===== src/rtl/fpc_pkg.sv =====
package fpc_pkg;
  localparam int CAT_W = 8;

  localparam int CAT_QNAN = 0;
  localparam int CAT_PZERO = 1;
  localparam int CAT_NZERO = 2;
  localparam int CAT_PINF = 3;
  localparam int CAT_NINF = 4;
  localparam int CAT_DENORM = 5;
  localparam int CAT_NEG = 6;
  localparam int CAT_SNAN = 7;

  localparam int SP_EXP = 8;
  localparam int SP_FRAC = 23;
  localparam int DP_EXP = 11;
  localparam int DP_FRAC = 52;

  typedef enum logic [1:0] {
    VW_128 = 2'd0,
    VW_256 = 2'd1,
    VW_512 = 2'd2,
    VW_MAX = 2'd3
  } vec_width_e;

  function automatic int active_lanes(input logic [1:0] wcode, input int elem_bits,
                                      input int vec_bits);
    int bits;
    case (vec_width_e'(wcode))
      VW_128: bits = 128;
      VW_256: bits = 256;
      default: bits = vec_bits;
    endcase
    if (bits > vec_bits) bits = vec_bits;
    return bits / elem_bits;
  endfunction
endpackage


===== src/rtl/fpc_lane_classify.sv =====
module fpc_lane_classify
  import fpc_pkg::*;
#(
  parameter int EXP_W = 8,
  parameter int FRAC_W = 23,
  localparam int ELEM_W = 1 + EXP_W + FRAC_W
) (
  input  logic [ELEM_W-1:0] elem,
  input  logic [CAT_W-1:0]  sel,
  output logic [CAT_W-1:0]  cats,
  output logic              hit
);
  logic              sgn;
  logic [EXP_W-1:0]  expo;
  logic [FRAC_W-1:0] frac;
  logic exp_ones, exp_zero, frac_zero, is_nan, is_inf, is_zero;

  assign sgn  = elem[ELEM_W-1];
  assign expo = elem[ELEM_W-2 -: EXP_W];
  assign frac = elem[FRAC_W-1:0];

  assign exp_ones  = &expo;
  assign exp_zero  = ~|expo;
  assign frac_zero = ~|frac;
  assign is_nan    = exp_ones & ~frac_zero;
  assign is_inf    = exp_ones & frac_zero;
  assign is_zero   = exp_zero & frac_zero;

  always_comb begin
    cats = '0;
    cats[CAT_QNAN]   = is_nan & frac[FRAC_W-1];
    cats[CAT_SNAN]   = is_nan & ~frac[FRAC_W-1];
    cats[CAT_PZERO]  = is_zero & ~sgn;
    cats[CAT_NZERO]  = is_zero & sgn;
    cats[CAT_PINF]   = is_inf & ~sgn;
    cats[CAT_NINF]   = is_inf & sgn;
    cats[CAT_DENORM] = exp_zero & ~frac_zero;
    cats[CAT_NEG]    = sgn & ~is_zero & ~exp_ones;
  end

  assign hit = |(cats & sel);

  // the exact classes are mutually exclusive, negative never overlaps NaN or infinity
  always_comb begin
    a_r2_classes_exclusive: assert ($onehot0({cats[CAT_QNAN], cats[CAT_SNAN], cats[CAT_PZERO],
                                             cats[CAT_NZERO], cats[CAT_PINF], cats[CAT_NINF],
                                             cats[CAT_DENORM]}));
    a_r3_neg_excludes_special: assert (!(cats[CAT_NEG] && (cats[CAT_QNAN] || cats[CAT_SNAN]
                                        || cats[CAT_NINF] || cats[CAT_NZERO])));
  end
endmodule


===== src/rtl/fpc_lane_bank.sv =====
module fpc_lane_bank
  import fpc_pkg::*;
#(
  parameter int LANES = 16,
  parameter int EXP_W = 8,
  parameter int FRAC_W = 23,
  localparam int ELEM_W = 1 + EXP_W + FRAC_W,
  localparam int BANK_W = LANES * ELEM_W
) (
  input  logic [BANK_W-1:0] data,
  input  logic [CAT_W-1:0]  sel,
  output logic [LANES-1:0]  hits
);
  for (genvar g = 0; g < LANES; g++) begin : g_lane
    logic [CAT_W-1:0] cats_unused;
    fpc_lane_classify #(
      .EXP_W (EXP_W),
      .FRAC_W(FRAC_W)
    ) i_cls (
      .elem(data[g*ELEM_W +: ELEM_W]),
      .sel (sel),
      .cats(cats_unused),
      .hit (hits[g])
    );
  end
endmodule


===== src/rtl/fpc_mask_shape.sv =====
module fpc_mask_shape
  import fpc_pkg::*;
#(
  parameter int VEC_W = 512,
  localparam int OUT_W = VEC_W / 32,
  localparam int DP_N = VEC_W / 64
) (
  input  logic [OUT_W-1:0] sp_hits,
  input  logic [DP_N-1:0]  dp_hits,
  input  logic             is_double,
  input  logic [1:0]       wcode,
  input  logic             scalar,
  input  logic             mask_en,
  input  logic [OUT_W-1:0] wmask,
  output logic [OUT_W-1:0] result
);
  int               n_lanes;
  logic [OUT_W-1:0] raw;
  logic [OUT_W-1:0] lane_on;

  always_comb begin
    if (scalar) n_lanes = 1;
    else if (is_double) n_lanes = active_lanes(wcode, 64, VEC_W);
    else n_lanes = active_lanes(wcode, 32, VEC_W);
  end

  always_comb begin
    raw = '0;
    if (is_double) raw[DP_N-1:0] = dp_hits;
    else raw = sp_hits;
  end

  for (genvar g = 0; g < OUT_W; g++) begin : g_bit
    assign lane_on[g] = (g < n_lanes) && (!mask_en || wmask[g]);
  end

  assign result = raw & lane_on;
endmodule


===== src/rtl/fpc_class_unit.sv =====
module fpc_class_unit
  import fpc_pkg::*;
#(
  parameter int VEC_W = 512,
  localparam int SP_N = VEC_W / 32,
  localparam int DP_N = VEC_W / 64
) (
  input  logic             clk,
  input  logic             rst,
  input  logic             in_valid,
  output logic             in_ready,
  input  logic             in_double,
  input  logic [1:0]       in_width,
  input  logic             in_scalar,
  input  logic             in_mask_en,
  input  logic [CAT_W-1:0] in_imm,
  input  logic [VEC_W-1:0] in_data,
  input  logic [SP_N-1:0]  in_mask,
  output logic             out_valid,
  input  logic             out_ready,
  output logic [SP_N-1:0]  out_mask
);
  logic [SP_N-1:0] sp_hits;
  logic [DP_N-1:0] dp_hits;
  logic [SP_N-1:0] shaped;
  logic            take;

  fpc_lane_bank #(.LANES(SP_N), .EXP_W(SP_EXP), .FRAC_W(SP_FRAC)) i_sp_bank (
    .data(in_data),
    .sel (in_imm),
    .hits(sp_hits)
  );

  fpc_lane_bank #(.LANES(DP_N), .EXP_W(DP_EXP), .FRAC_W(DP_FRAC)) i_dp_bank (
    .data(in_data),
    .sel (in_imm),
    .hits(dp_hits)
  );

  fpc_mask_shape #(.VEC_W(VEC_W)) i_shape (
    .sp_hits  (sp_hits),
    .dp_hits  (dp_hits),
    .is_double(in_double),
    .wcode    (in_width),
    .scalar   (in_scalar),
    .mask_en  (in_mask_en),
    .wmask    (in_mask),
    .result   (shaped)
  );

  assign in_ready = !out_valid || out_ready;
  assign take     = in_valid && in_ready;

  always_ff @(posedge clk) begin
    if (rst) begin
      out_valid <= 1'b0;
      out_mask  <= '0;
    end else if (take) begin
      out_valid <= 1'b1;
      out_mask  <= shaped;
    end else if (out_ready) begin
      out_valid <= 1'b0;
    end
  end

  a_r9_hold_under_stall: assert property (@(posedge clk) disable iff (rst)
    out_valid && !out_ready |=> out_valid && $stable(out_mask));
  a_r9_accept_gives_valid: assert property (@(posedge clk) disable iff (rst)
    in_valid && in_ready |=> out_valid);
  a_r8_zero_select: assert property (@(posedge clk) disable iff (rst)
    in_valid && in_ready && in_imm == '0 |=> out_mask == '0);
  a_r6_scalar_upper_clear: assert property (@(posedge clk) disable iff (rst)
    in_valid && in_ready && in_scalar |=> out_mask[SP_N-1:1] == '0);
  a_r7_write_mask: assert property (@(posedge clk) disable iff (rst)
    in_valid && in_ready && in_mask_en |=> (out_mask & ~$past(in_mask)) == '0);
  a_r5_double_upper_clear: assert property (@(posedge clk) disable iff (rst)
    in_valid && in_ready && in_double |=> out_mask[SP_N-1:DP_N] == '0);
  a_r10_reset_clears: assert property (@(posedge clk)
    rst |=> !out_valid && out_mask == '0);
endmodule


===== config.mk =====
export PLATFORM = sky130hd
export DESIGN_NAME = fpc_class_unit
export DESIGN_NICKNAME = d
export VERILOG_FILES = /design/src/rtl/fpc_pkg.sv /design/src/rtl/fpc_lane_classify.sv /design/src/rtl/fpc_lane_bank.sv /design/src/rtl/fpc_mask_shape.sv /design/src/rtl/fpc_class_unit.sv
export SDC_FILE = /design/constraint.sdc
export NUM_CORES = 1
export LEC_CHECK = 0
export BUFFER_PORTS_ARGS = -buffer_cell sky130_fd_sc_hd__buf_2
export CAP_MARGIN = 15
export CORE_AREA = 2 2 219 221
export CTS_BUF_LIST = sky130_fd_sc_hd__clkbuf_2 sky130_fd_sc_hd__clkbuf_4 sky130_fd_sc_hd__clkbuf_8
export DETAILED_ROUTE_END_ITERATION = 8
export DIE_AREA = 0 0 221 223
export RECOVER_POWER = 100
export SLEW_MARGIN = 20
export SYNTH_ARGS = -nofsm -noshare
export SYNTH_HDL_FRONTEND = slang
export SYNTH_SLANG_ARGS = --single-unit

===== constraint.sdc =====
create_clock -name clk -period 2.3 [get_ports clk]
set_input_delay 0.23 -clock clk [delete_from_list [all_inputs] [get_ports clk]]
set_output_delay 0.23 -clock clk [all_outputs]
set_load 0.05 [all_outputs]

==> metrics.txt, run 1 <==
# TYPE chip_impl_metric gauge
chip_impl_metric{name="timing.clock.skew",unit="ns"} 0.00386
chip_impl_metric{name="met3_length",unit="µm"} 2540
chip_impl_metric{name="maxSlewHeadroom",unit="%"} 41.6
chip_impl_info{name="highest-signal-layer",value="met5"} 1
chip_impl_metric{name="first_pass_iters",unit=""} 5
chip_impl_metric{name="crit_fanout",unit=""} 5
chip_impl_metric{name="syn-num-nets",unit=""} 1161
chip_impl_metric{name="max_clock_freq",unit="GHz"} 0.488
chip_impl_metric{name="setup_viol",unit=""} 0
chip_impl_metric{name="synth-edff-count",unit=""} 0
chip_impl_metric{name="clock_latency",unit="ns"} 0.31
chip_impl_info{name="ys_top_cells_by_area",value="sky130_fd_sc_hd__nor4_1 14%, sky130_fd_sc_hd__dfxtp_1 8.2%, sky130_fd_sc_hd__mux2i_1 6.5%, sky130_fd_sc_hd__nand4_1 6.0%, sky130_fd_sc_hd__nand2_1 5.2%"} 1
chip_impl_metric{name="nNetsFinal",unit=""} 1767
chip_impl_metric{name="totalWireLength",unit="µm"} 36800
chip_impl_metric{name="global_route.usage.total",unit="%"} 13.9
chip_impl_metric{name="post_cts_resized",unit=""} 0
chip_impl_metric{name="synthArstFlopShare",unit="%"} 0
chip_impl_metric{name="cts_inserted_buffers",unit=""} 3
chip_impl_metric{name="coreArea",unit="mm²"} 0.0471
chip_impl_metric{name="postRouteAntennaNets",unit=""} 0
chip_impl_metric{name="initial_utilization",unit="%"} 8.85
chip_impl_metric{name="detail_route.iter0.violations",unit=""} 382
chip_impl_metric{name="clk_path_buf_depth",unit=""} 2
chip_impl_metric{name="power_density",unit="mW/mm²"} 202
chip_impl_metric{name="final_area",unit="mm²"} 0.00815
chip_impl_metric{name="place.gp.congestion",unit=""} 0.914
chip_impl_info{name="most_instantiated_library_cell_after_synthesis",value="sky130_fd_sc_hd__nor4_1"} 1
chip_impl_metric{name="ys_ff_latch",unit=""} 17
chip_impl_metric{name="total_of_hold_buffers_inserted_after_clock_tree_synthesis",unit=""} 0
chip_impl_metric{name="cts_sinks",unit=""} 17
chip_impl_info{name="synth_commonest_cells",value="94 x sky130_fd_sc_hd__nor4_1, 58 x sky130_fd_sc_hd__nand2_1, 55 x sky130_fd_sc_hd__nor2_1"} 1
chip_impl_metric{name="ir_drop",unit="V"} 0.000182
chip_impl_metric{name="final.period_utilization",unit="%"} 89.1
chip_impl_metric{name="drv_cap",unit=""} 0
chip_impl_metric{name="fp.dieH",unit="µm"} 223
chip_impl_info{name="worst_setup_path_start_kind",value="primary input"} 1
chip_impl_metric{name="drt-vias-per-instance",unit=""} 4.38
chip_impl_metric{name="met1_length",unit="µm"} 14400
chip_impl_metric{name="cts.clk_slew.worst_paths",unit="ns"} 0.12
chip_impl_metric{name="synth_cell_type_count",unit=""} 67
chip_impl_metric{name="max_slew_violations",unit=""} 0
chip_impl_metric{name="worst-endpoint-arrival",unit="ns"} 2.27
chip_impl_metric{name="routed-wl-met2",unit="µm"} 18200
chip_impl_metric{name="port-buffer-count",unit=""} 562
chip_impl_info{name="critical_path.endpoint_type",value="flip-flop"} 1
chip_impl_info{name="cts-root-buf",value="sky130_fd_sc_hd__clkbuf_8"} 1
chip_impl_metric{name="h_tree_depth_reported_by_cts",unit=""} 1
chip_impl_info{name="rsz0062_at_grt",value="no"} 1
chip_impl_metric{name="width_of_the_chip",unit="µm"} 221
chip_impl_metric{name="leakage",unit="µW"} 0.00343
chip_impl_metric{name="drive_gt1_share",unit="%"} 51.5
chip_impl_metric{name="worst_slew_pin_slew",unit="ns"} 0.880
chip_impl_metric{name="cp_data_required_time",unit="ns"} 2.52
chip_impl_metric{name="synth.yosys.warnings",unit=""} 0
chip_impl_metric{name="gr_overflow_total",unit=""} 0
chip_impl_metric{name="post_cts.repair.setup_buffers",unit=""} 0
chip_impl_metric{name="synth_top_area_share",unit="%"} 14.1
chip_impl_metric{name="global_route_wire_length_before_repair",unit="µm"} 49900
chip_impl_info{name="clock_tree_from_tritoncts",value="built"} 1
chip_impl_info{name="hold_path.class",value="in -> reg"} 1
chip_impl_metric{name="number_of_vias_in_the_routed_layout",unit=""} 8086
chip_impl_metric{name="ys_seq_area_share",unit="%"} 8.15
chip_impl_metric{name="dieArea",unit="mm²"} 0.0493
chip_impl_metric{name="totalNegativeSetupSlack",unit="ns"} 0
chip_impl_info{name="yosysTopAreaCell",value="sky130_fd_sc_hd__nor4_1"} 1
chip_impl_metric{name="std_cell_rows",unit=""} 80
chip_impl_metric{name="synthToLayoutAreaGrowth",unit="%"} 95.3
chip_impl_info{name="synth_flop_cell",value="sky130_fd_sc_hd__dfxtp_1"} 1
chip_impl_metric{name="synthesis.area",unit="mm²"} 0.00417
chip_impl_metric{name="number_of_antenna_violations_at_the_first_check_in_global_routing",unit=""} 16
chip_impl_metric{name="pin_count_of_the_biggest_net_entering_global_routing",unit=""} 20
chip_impl_metric{name="min_period",unit="ns"} 2.05
chip_impl_metric{name="post-route-drc-count",unit=""} 0
chip_impl_metric{name="first_global_vias",unit=""} 7827
chip_impl_info{name="outcome",value="completed"} 1
chip_impl_metric{name="syn-instance-count",unit=""} 616
chip_impl_info{name="timing_worst_setup_path_type",value="in -> reg"} 1
chip_impl_metric{name="place_area",unit="mm²"} 0.00812
chip_impl_metric{name="syn_avg_cell_area",unit="µm²"} 6.78
chip_impl_metric{name="report.final.hold_viol_count",unit=""} 0
chip_impl_metric{name="io_pins",unit=""} 563
chip_impl_metric{name="detailed_placer_s_ending_hpwl",unit="µm"} 32300
chip_impl_metric{name="routed_wire_length_per_instance",unit="µm"} 19.9
## routing by layer
| layer | vias up | GRT usage (%) |
|---|---|---|
| li1 | 3843 | - |
| met4 | 8 | 5.98 |
| met2 | 476 | 25.3 |
| met1 | 3698 | 15.9 |
| met3 | 61 | 2.70 |
| met5 | - | 0 |
## placed cells by master, fill, tap and decap left out, drive strengths merged, types with 5 or more instances in the layout
cell	count
dfxtp	17
nor3	33
nand2	58
a32o	6
inv	10
and3	5
nand4	40
clkbuf	29
nand2b	5
diode	12
a221oi	12
o32ai	11
a21oi	20
nor4	96
buf	596
o21ai	26
mux2i	27
and2	5
or4	22
o2111ai	5
a211oi	6
mux2	14
and4	11
nor2	56
o31ai	6
a22oi	20
or3	9
nand3	19
## final cells by class
class / instances / area (µm²)
Multi-Input combinational cell: 567 / 3690
Clock buffer: 4 / 48.8
Fill cell: 5443 / 39000
Sequential cell: 17 / 340
Antenna cell: 12 / 30.0
Tap cell: 615 / 769
Inverter: 12 / 45.0
Timing Repair Buffer: 621 / 3220
## worst max-delay path, stage by stage
cell,delay (ns)
sky130_fd_sc_hd__buf_2,0.10
sky130_fd_sc_hd__or4_1,0.52
sky130_fd_sc_hd__nor2_1,0.35
sky130_fd_sc_hd__nor4b_2,0.46
sky130_fd_sc_hd__o31ai_1,0.11
sky130_fd_sc_hd__o21ai_1,0.13
sky130_fd_sc_hd__a31oi_1,0.09
sky130_fd_sc_hd__a32o_1,0.27
## power breakdown
group          internal (µW)  leakage (µW)  total (µW)  switching, µW
logic                    485       0.00327         995            510
clock network            138     0.0000262         344            206
registers                300      0.000138         304           3.58
total                    923       0.00343        1640            720
## registers in the layout (all words and copies together), names as in the netlist
register / cells
out_valid: 1
out_mask: 16
## through the flow
step	utilization, %	hold WS [ns]	std cells	power (µW)	setup slack, ns
after CTS	17.3	0.143	1836	1710	0.324
after floorplan	-	0.299	616	568	0.0880
after detailed placement	17.2	0.444	1832	1320	0.0140
final	17.3	0.173	1848	1640	0.251
after global routing	17.3	0.175	1846	1770	0.124
after global placement	17.2	0.434	1832	1310	0.0193
## path summary, 6_finish.rpt
check	startpoint	depth (start not counted)	to	slack [ns]
setup / recovery	in_data[251]	8	out_mask[3]$_SDFFE_PP0P_	0.25
hold / removal	in_valid	3	out_valid$_SDFFE_PP0P_	0.17
setup reg to reg	out_valid$_SDFFE_PP0P_	8	out_mask[6]$_SDFFE_PP0P_	0.31
hold reg to reg	out_mask[1]$_SDFFE_PP0P_	2	out_mask[1]$_SDFFE_PP0P_	0.47
## kinds of logic after synthesis
logic type	after synthesis	share of synthesized area, %
simple gates	373	51.0
compound gates	153	27.2
mux	41	10.3
buf+inv	32	3.36
flops	17	8.15
No activity file was read; power rests on OpenSTA's default activity.
==> run 2, diff against run 1 <==
--- a/config.mk
+++ b/config.mk
@@ -5,12 +5,13 @@
 export SDC_FILE = /design/constraint.sdc
 export NUM_CORES = 1
 export LEC_CHECK = 0
+export ABC_AREA = 1
 export BUFFER_PORTS_ARGS = -buffer_cell sky130_fd_sc_hd__buf_2
 export CAP_MARGIN = 15
-export CORE_AREA = 2 2 219 221
+export CORE_AREA = 2 2 220 222
 export CTS_BUF_LIST = sky130_fd_sc_hd__clkbuf_2 sky130_fd_sc_hd__clkbuf_4 sky130_fd_sc_hd__clkbuf_8
 export DETAILED_ROUTE_END_ITERATION = 8
-export DIE_AREA = 0 0 221 223
+export DIE_AREA = 0 0 222 224
 export RECOVER_POWER = 100
 export SLEW_MARGIN = 20
 export SYNTH_ARGS = -nofsm -noshare
==> constraint.sdc (replaced) <==
create_clock -name clk -period 2.3 [get_ports clk]
set_input_delay 0 -clock clk [delete_from_list [all_inputs] [get_ports clk]]
set_output_delay 0 -clock clk [all_outputs]
set_load 0.05 [all_outputs]
==> metrics.txt, run 2 <==
# TYPE chip_impl_metric gauge
chip_impl_info{name="layout_commonest_cell",value="sky130_fd_sc_hd__buf_2"} 1
chip_impl_metric{name="finalCoreUtilization",unit="%"} 20.2
chip_impl_metric{name="p_switching",unit="µW"} 785
chip_impl_metric{name="synth_top_area_share",unit="%"} 26.9
chip_impl_metric{name="clock_latency",unit="ns"} 0.31
chip_impl_metric{name="drt-vias-per-instance",unit=""} 4.01
chip_impl_info{name="critical_path.cell_chain",value="nand2_1, nand2_1, nor2_1, nand3_1, buf_4, nor2_1, nand2_1, a21oi_1"} 1
chip_impl_info{name="ys_top_cells_by_area",value="sky130_fd_sc_hd__nand2_1 27%, sky130_fd_sc_hd__nor2_1 23%, sky130_fd_sc_hd__nand3_1 10%, sky130_fd_sc_hd__inv_1 6.7%, sky130_fd_sc_hd__dfxtp_1 5.7%"} 1
chip_impl_metric{name="p_seq_share",unit="%"} 17.9
chip_impl_metric{name="cpPeakStageDelay",unit="ns"} 0.34
chip_impl_metric{name="final_area",unit="mm²"} 0.00958
chip_impl_metric{name="syn-num-nets",unit=""} 1839
chip_impl_metric{name="worst_slew_pin_slew",unit="ns"} 0.969
chip_impl_metric{name="ff_latch_area",unit="µm²"} 340
chip_impl_metric{name="number_of_antenna_violations_at_the_first_check_in_global_routing",unit=""} 9
chip_impl_info{name="highest-signal-layer",value="met5"} 1
chip_impl_metric{name="fp.dieH",unit="µm"} 224
chip_impl_metric{name="detail_route.iter0.violations",unit=""} 469
chip_impl_metric{name="clock_power_share",unit="%"} 18.0
chip_impl_metric{name="gr_overflow_total",unit=""} 0
chip_impl_metric{name="cts_inserted_buffers",unit=""} 3
chip_impl_metric{name="flip_flop_count_of_the_largest_register_after_layout",unit=""} 16
chip_impl_metric{name="comb_power_share",unit="%"} 64.0
chip_impl_info{name="cts-root-buf",value="sky130_fd_sc_hd__clkbuf_8"} 1
chip_impl_metric{name="p_int",unit="µW"} 917
chip_impl_metric{name="postRouteAntennaNets",unit=""} 0
chip_impl_metric{name="max_clock_freq",unit="GHz"} 0.574
chip_impl_metric{name="ys_seq_area_share",unit="%"} 5.70
chip_impl_metric{name="ys_ff_latch",unit=""} 17
chip_impl_metric{name="ir_drop",unit="V"} 0.000174
chip_impl_metric{name="met3_length",unit="µm"} 2950
chip_impl_metric{name="width_of_the_chip",unit="µm"} 222
chip_impl_metric{name="post-route-drc-count",unit=""} 0
chip_impl_metric{name="finalHoldWorstSlack",unit="ns"} 0.0443
chip_impl_metric{name="cp_data_required_time",unit="ns"} 2.55
chip_impl_metric{name="leakage",unit="µW"} 0.00467
chip_impl_metric{name="total_power_consumption_of_the_routed_design",unit="µW"} 1700
chip_impl_info{name="largest_registers_ranked_by_flip_flop_count",value="out_mask: 16 flops, out_valid: 1 flops"} 1
chip_impl_metric{name="totalNegativeSetupSlack",unit="ns"} 0
chip_impl_metric{name="synthArstFlopShare",unit="%"} 0
chip_impl_metric{name="final.period_utilization",unit="%"} 75.8
chip_impl_metric{name="synth_cell_type_count",unit=""} 36
chip_impl_metric{name="layout.filler_cells",unit=""} 5575
chip_impl_metric{name="maxSlewHeadroom",unit="%"} 35.7
chip_impl_info{name="crit_path_max_delay_cell_type",value="sky130_fd_sc_hd__dfxtp_1"} 1
chip_impl_metric{name="syn_avg_cell_area",unit="µm²"} 4.61
chip_impl_metric{name="first_pass_iters",unit=""} 5
chip_impl_metric{name="synth.yosys.warnings",unit=""} 0
chip_impl_metric{name="setup_viol",unit=""} 0
chip_impl_metric{name="initial_utilization",unit="%"} 12.6
chip_impl_metric{name="min_period",unit="ns"} 1.74
chip_impl_info{name="worst_setup_path_start_kind",value="flip-flop"} 1
chip_impl_metric{name="routed_wire_length_per_instance",unit="µm"} 14.9
chip_impl_info{name="clock_tree_from_tritoncts",value="built"} 1
chip_impl_metric{name="detailed_placer_s_ending_hpwl",unit="µm"} 31700
chip_impl_metric{name="h_tree_depth_reported_by_cts",unit=""} 1
chip_impl_metric{name="synthToLayoutAreaGrowth",unit="%"} 60.4
chip_impl_metric{name="clk_path_buf_depth",unit=""} 2
chip_impl_metric{name="total_of_hold_buffers_inserted_after_clock_tree_synthesis",unit=""} 1
chip_impl_metric{name="number_of_vias_in_the_routed_layout",unit=""} 9926
chip_impl_info{name="rsz0062_at_grt",value="no"} 1
chip_impl_metric{name="global_route_wire_length_before_repair",unit="µm"} 53200
chip_impl_metric{name="power_density",unit="mW/mm²"} 178
chip_impl_info{name="critical_path.endpoint_type",value="flip-flop"} 1
chip_impl_info{name="synth_commonest_cells",value="428 x sky130_fd_sc_hd__nand2_1, 367 x sky130_fd_sc_hd__nor2_1, 120 x sky130_fd_sc_hd__nand3_1"} 1
chip_impl_info{name="most_instantiated_library_cell_after_synthesis",value="sky130_fd_sc_hd__nand2_1"} 1
chip_impl_metric{name="routed-wl-met2",unit="µm"} 17100
chip_impl_metric{name="pin_count_of_the_biggest_net_entering_global_routing",unit=""} 25
chip_impl_info{name="timing_worst_setup_path_type",value="reg -> reg"} 1
chip_impl_metric{name="dieArea",unit="mm²"} 0.0497
chip_impl_metric{name="syn-instance-count",unit=""} 1294
chip_impl_metric{name="post_cts_resized",unit=""} 0
chip_impl_metric{name="power.share.switching",unit="%"} 46.1
chip_impl_metric{name="area_of_combinational_cells_with_multiple_inputs",unit="mm²"} 0.00508
chip_impl_metric{name="drv_cap",unit=""} 0
chip_impl_metric{name="global_route.usage.total",unit="%"} 14.2
chip_impl_metric{name="io_pins",unit=""} 563
chip_impl_metric{name="timing.clock.skew",unit="ns"} 0.0212
chip_impl_metric{name="synthesis.area",unit="mm²"} 0.00597
chip_impl_metric{name="drive_gt1_share",unit="%"} 34.0
chip_impl_metric{name="cts_sinks",unit=""} 17
chip_impl_metric{name="critical_path.n_buffers_inverters",unit=""} 1
chip_impl_metric{name="cts.clk_slew.worst_paths",unit="ns"} 0.12
chip_impl_metric{name="place_area",unit="mm²"} 0.00955
chip_impl_info{name="cpLargestDelayFamily",value="simple AND/OR/NAND/NOR gates"} 1
chip_impl_info{name="hold_path.class",value="in -> reg"} 1
chip_impl_info{name="outcome",value="completed"} 1
chip_impl_info{name="cpMostUsedCell",value="sky130_fd_sc_hd__nand2_1"} 1
chip_impl_metric{name="met1_length",unit="µm"} 15500
chip_impl_info{name="largest-register",value="out_mask"} 1
chip_impl_metric{name="place.gp.congestion",unit=""} 0.855
chip_impl_metric{name="std_cell_rows",unit=""} 80
chip_impl_metric{name="post_cts.repair.setup_buffers",unit=""} 0
chip_impl_metric{name="synth-edff-count",unit=""} 0
chip_impl_metric{name="nNetsFinal",unit=""} 2398
chip_impl_metric{name="coreArea",unit="mm²"} 0.0473
chip_impl_metric{name="worst-endpoint-arrival",unit="ns"} 1.99
chip_impl_info{name="yosysTopAreaCell",value="sky130_fd_sc_hd__nand2_1"} 1
chip_impl_metric{name="report.final.hold_viol_count",unit=""} 0
chip_impl_metric{name="crit_fanout",unit=""} 8
chip_impl_metric{name="first_global_vias",unit=""} 9589
chip_impl_metric{name="port-buffer-count",unit=""} 562
chip_impl_info{name="mostFrequentLayoutCells",value="543 x sky130_fd_sc_hd__buf_2, 429 x sky130_fd_sc_hd__nand2_1, 368 x sky130_fd_sc_hd__nor2_1"} 1
chip_impl_info{name="synth_flop_cell",value="sky130_fd_sc_hd__dfxtp_1"} 1
chip_impl_metric{name="max_slew_violations",unit=""} 0
chip_impl_metric{name="totalWireLength",unit="µm"} 36800
[run 2: logic make-up after synthesis]
| logic type | synth area share [%] |
|---|---|
| simple gates | 76.0 |
| buf+inv | 8.74 |
| compound gates | 9.51 |
| flops | 5.70 |
[run 2: metrics by stage]
| stage | cells | setup WS, ns |
|---|---|---|
| finish | 2473 | 0.558 |
| global route | 2471 | 0.369 |
| CTS | 2467 | 0.655 |
| detailed placement | 2462 | 0.678 |
| global placement | 2462 | 0.647 |
| floorplan | 1294 | 0.373 |
[run 2: layout make-up]
class	count	area share, %
diodes	6	0.157
clock buffers	3	0.431
clock inverters	1	0.0523
inverters	114	4.47
multi-input cells	1143	53.1
flip-flops and latches	17	3.55
well taps	615	8.04
repair buffers	574	30.2
[run 2: worst paths after layout]
check | start | to | slack [ns] | cells past startpoint
setup reg to reg | out_valid$_SDFFE_PP0P_ | out_mask[12]$_SDFFE_PP0P_ | 0.56 | 8
hold / removal | out_ready | out_valid$_SDFFE_PP0P_ | 0.04 | 4
setup / recovery | out_valid$_SDFFE_PP0P_ | out_mask[12]$_SDFFE_PP0P_ | 0.56 | 8
hold reg to reg | out_mask[14]$_SDFFE_PP0P_ | out_mask[14]$_SDFFE_PP0P_ | 0.47 | 2
[run 2: layer usage]
| metal | global-route usage (%) | vias up |
|---|---|---|
| li1 | - | 5232 |
| met1 | 16.9 | 4196 |
| met2 | 24.8 | 419 |
| met3 | 3.87 | 73 |
| met4 | 4.53 | 6 |
| met5 | 0.782 | - |
[run 2: power groups by stage]
stage / registers, µW / logic (µW) / clock network, µW
final: 305 / 1090 / 307
after global routing: 306 / 1230 / 347
after CTS: 305 / 1110 / 347
after detailed placement: 311 / 1110 / 0
after global placement: 311 / 1100 / 0
after floorplan: 335 / 371 / 0
[run 2: worst min-delay path, cell delays in order]
cell,delay [ns]
sky130_fd_sc_hd__buf_2,0.11
sky130_fd_sc_hd__inv_1,0.04
sky130_fd_sc_hd__nand2_1,0.10
sky130_fd_sc_hd__a21oi_1,0.07
==> run 3, diff against run 2 <==
==> constraint.sdc (replaced) <==
create_clock -name clk -period 1.8 [get_ports clk]
set_input_delay 0 -clock clk [delete_from_list [all_inputs] [get_ports clk]]
set_output_delay 0 -clock clk [all_outputs]
set_load 0.05 [all_outputs]
==> metrics.txt, run 3 (same netlist as run 2, synthesis figures left out) <==
# TYPE chip_impl_metric gauge
chip_impl_info{name="hold_path.class",value="in -> reg"} 1
chip_impl_metric{name="drt-vias-per-instance",unit=""} 3.96
chip_impl_info{name="critical_path.cell_chain",value="dlygate4sd3_1, buf_2, inv_1, nand2_2, nand2_2, buf_4, nor2_1, o31ai_1, nor2_1, nand2_1, inv_1, nand2_1, a21oi_2"} 1
chip_impl_metric{name="cp_data_required_time",unit="ns"} 2.02
chip_impl_metric{name="max_slew_violations",unit=""} 0
chip_impl_metric{name="max_clock_freq",unit="GHz"} 0.657
chip_impl_metric{name="cts.clk_slew.worst_paths",unit="ns"} 0.09
chip_impl_metric{name="coreArea",unit="mm²"} 0.0473
chip_impl_metric{name="maxSlewHeadroom",unit="%"} 48.0
chip_impl_info{name="outcome",value="complete, but fails checks"} 1
chip_impl_metric{name="synthToLayoutAreaGrowth",unit="%"} 63.3
chip_impl_metric{name="detailed_placer_s_ending_hpwl",unit="µm"} 32700
chip_impl_metric{name="crit_fanout",unit=""} 7
chip_impl_metric{name="initial_utilization",unit="%"} 12.6
chip_impl_info{name="largest-register",value="out_mask"} 1
chip_impl_metric{name="final_area",unit="mm²"} 0.00975
chip_impl_metric{name="cts_inserted_buffers",unit=""} 3
chip_impl_metric{name="worst-endpoint-arrival",unit="ns"} 1.74
chip_impl_metric{name="detail_route.iter0.violations",unit=""} 533
chip_impl_metric{name="std_cell_rows",unit=""} 80
chip_impl_metric{name="cts_sinks",unit=""} 17
chip_impl_metric{name="h_tree_depth_reported_by_cts",unit=""} 1
chip_impl_metric{name="first_pass_iters",unit=""} 7
chip_impl_metric{name="gr_overflow_total",unit=""} 0
chip_impl_metric{name="flip_flop_count_of_the_largest_register_after_layout",unit=""} 16
chip_impl_metric{name="number_of_vias_in_the_routed_layout",unit=""} 9851
chip_impl_metric{name="global_route_wire_length_before_repair",unit="µm"} 53200
chip_impl_metric{name="global_route.usage.total",unit="%"} 14.2
chip_impl_metric{name="leakage",unit="µW"} 0.00477
chip_impl_metric{name="clk_path_buf_depth",unit=""} 2
chip_impl_metric{name="reg2reg_setup_slack",unit="ns"} 0.32
chip_impl_info{name="largest_registers_ranked_by_flip_flop_count",value="out_mask: 16 flops, out_valid: 1 flops"} 1
chip_impl_info{name="timing_worst_setup_path_type",value="in -> reg"} 1
chip_impl_info{name="layout_commonest_cell",value="sky130_fd_sc_hd__buf_2"} 1
chip_impl_info{name="mostFrequentLayoutCells",value="544 x sky130_fd_sc_hd__buf_2, 427 x sky130_fd_sc_hd__nand2_1, 369 x sky130_fd_sc_hd__nor2_1"} 1
chip_impl_info{name="worst_setup_path_start_kind",value="primary input"} 1
chip_impl_metric{name="width_of_the_chip",unit="µm"} 222
chip_impl_info{name="violations_in_the_final_reports",value="DRC"} 1
chip_impl_metric{name="ir_drop",unit="V"} 0.000185
chip_impl_info{name="critical_path.endpoint_type",value="flip-flop"} 1
chip_impl_metric{name="min_period",unit="ns"} 1.52
chip_impl_metric{name="drv_cap",unit=""} 0
chip_impl_metric{name="min_delay_path_depth",unit=""} 5
chip_impl_metric{name="post_cts.repair.setup_buffers",unit=""} 0
chip_impl_metric{name="totalWireLength",unit="µm"} 37000
chip_impl_metric{name="worst_slew_pin_slew",unit="ns"} 0.783
chip_impl_metric{name="total_power_consumption_of_the_routed_design",unit="µW"} 2190
chip_impl_metric{name="io_pins",unit=""} 563
chip_impl_metric{name="setup_viol",unit=""} 0
chip_impl_info{name="rsz0062_at_grt",value="no"} 1
chip_impl_metric{name="finalWorstSetupSlack",unit="ns"} 0.277
chip_impl_metric{name="power_density",unit="mW/mm²"} 224
chip_impl_metric{name="pin_count_of_the_biggest_net_entering_global_routing",unit=""} 17
chip_impl_metric{name="cpPeakStageDelay",unit="ns"} 0.52
chip_impl_metric{name="dp_slack",unit="ns"} 0.134
chip_impl_metric{name="place_area",unit="mm²"} 0.00973
chip_impl_metric{name="clock_latency",unit="ns"} 0.27
chip_impl_metric{name="drive_gt1_share",unit="%"} 34.8
chip_impl_metric{name="post_layout_nonfiller_instances",unit=""} 2490
chip_impl_metric{name="place.gp.congestion",unit=""} 0.851
chip_impl_metric{name="routed_wire_length_per_instance",unit="µm"} 14.8
chip_impl_metric{name="nNetsFinal",unit=""} 2416
chip_impl_metric{name="dieArea",unit="mm²"} 0.0497
chip_impl_metric{name="totalNegativeSetupSlack",unit="ns"} 0
chip_impl_metric{name="port-buffer-count",unit=""} 562
chip_impl_metric{name="final.period_utilization",unit="%"} 84.6
chip_impl_metric{name="postRouteAntennaNets",unit=""} 0
chip_impl_metric{name="placed_cells",unit=""} 2480
chip_impl_info{name="crit_path_max_delay_cell_type",value="sky130_fd_sc_hd__dlygate4sd3_1"} 1
chip_impl_metric{name="timing.reg2reg.worst_path_depth",unit=""} 10
chip_impl_metric{name="report.final.hold_viol_count",unit=""} 0
chip_impl_info{name="cts-root-buf",value="sky130_fd_sc_hd__clkbuf_8"} 1
chip_impl_metric{name="timing.clock.skew",unit="ns"} 0.00425
chip_impl_metric{name="post-route-drc-count",unit=""} 2
chip_impl_metric{name="fp.dieH",unit="µm"} 224
chip_impl_metric{name="number_of_antenna_violations_at_the_first_check_in_global_routing",unit=""} 13
chip_impl_info{name="clock_tree_from_tritoncts",value="built"} 1
chip_impl_metric{name="first_global_vias",unit=""} 9276
run 3: path summary, 6_finish.rpt:
kind	endpoint	start
worst max-delay path	out_mask[3]$_SDFFE_PP0P_	out_ready
worst min-delay path	out_mask[14]$_SDFFE_PP0P_	in_data[479]
worst max register to register	out_mask[3]$_SDFFE_PP0P_	out_valid$_SDFFE_PP0P_
worst min register to register	out_mask[6]$_SDFFE_PP0P_	out_mask[6]$_SDFFE_PP0P_
run 3: critical path, delay by kind of cell:
kind	cells	cell delay, ns
AOI/OAI and AO/OA	2	0.22
buffers and inverters	5	0.91
and+or+nand+nor	6	0.60
run 3: per-layer routing:
layer	GRT usage (%)	wire length [µm]	vias up
met5	0	96	-
met4	3.16	806	16
met3	2.95	2420	54
met2	25.0	17300	391
met1	17.8	16300	4123
li1	-	-	5267
run 3: cell type report:
| class | count | area [µm²] |
|---|---|---|
| Tap cell | 615 | 769 |
| Clock buffer | 4 | 48.8 |
| Multi-Input combinational cell | 1143 | 5090 |
| Timing Repair Buffer | 592 | 3060 |
| Fill cell | 5627 | 37600 |
| Antenna cell | 5 | 12.5 |
| Inverter | 114 | 428 |
| Sequential cell | 17 | 340 |
run 3: timing repair:
| item | 4_1_cts | 5_1_grt |
|---|---|---|
| hold endpoints to repair | 1 | 0 |
| resized for setup | 0 | 0 |
| hold buffers | 1 | 0 |
run 3: metrics by stage:
| stage | util [%] | hold WS (ns) |
|---|---|---|
| 2_1_floorplan | - | 0.228 |
| 3_3_place_gp | 20.5 | 0.293 |
| 3_5_place_dp | 20.5 | 0.306 |
| 4_1_cts | 20.7 | 0.0677 |
| 5_1_grt | 20.6 | 0.103 |
| 6_report | 20.6 | 0.0834 |
run 3: power breakdown:
part	switching (µW)	internal, µW	leakage (µW)
Sequential	5.55	385	0.000138
Combinational	776	664	0.00461
Clock	184	174	0.0000262
Total	966	1220	0.00477
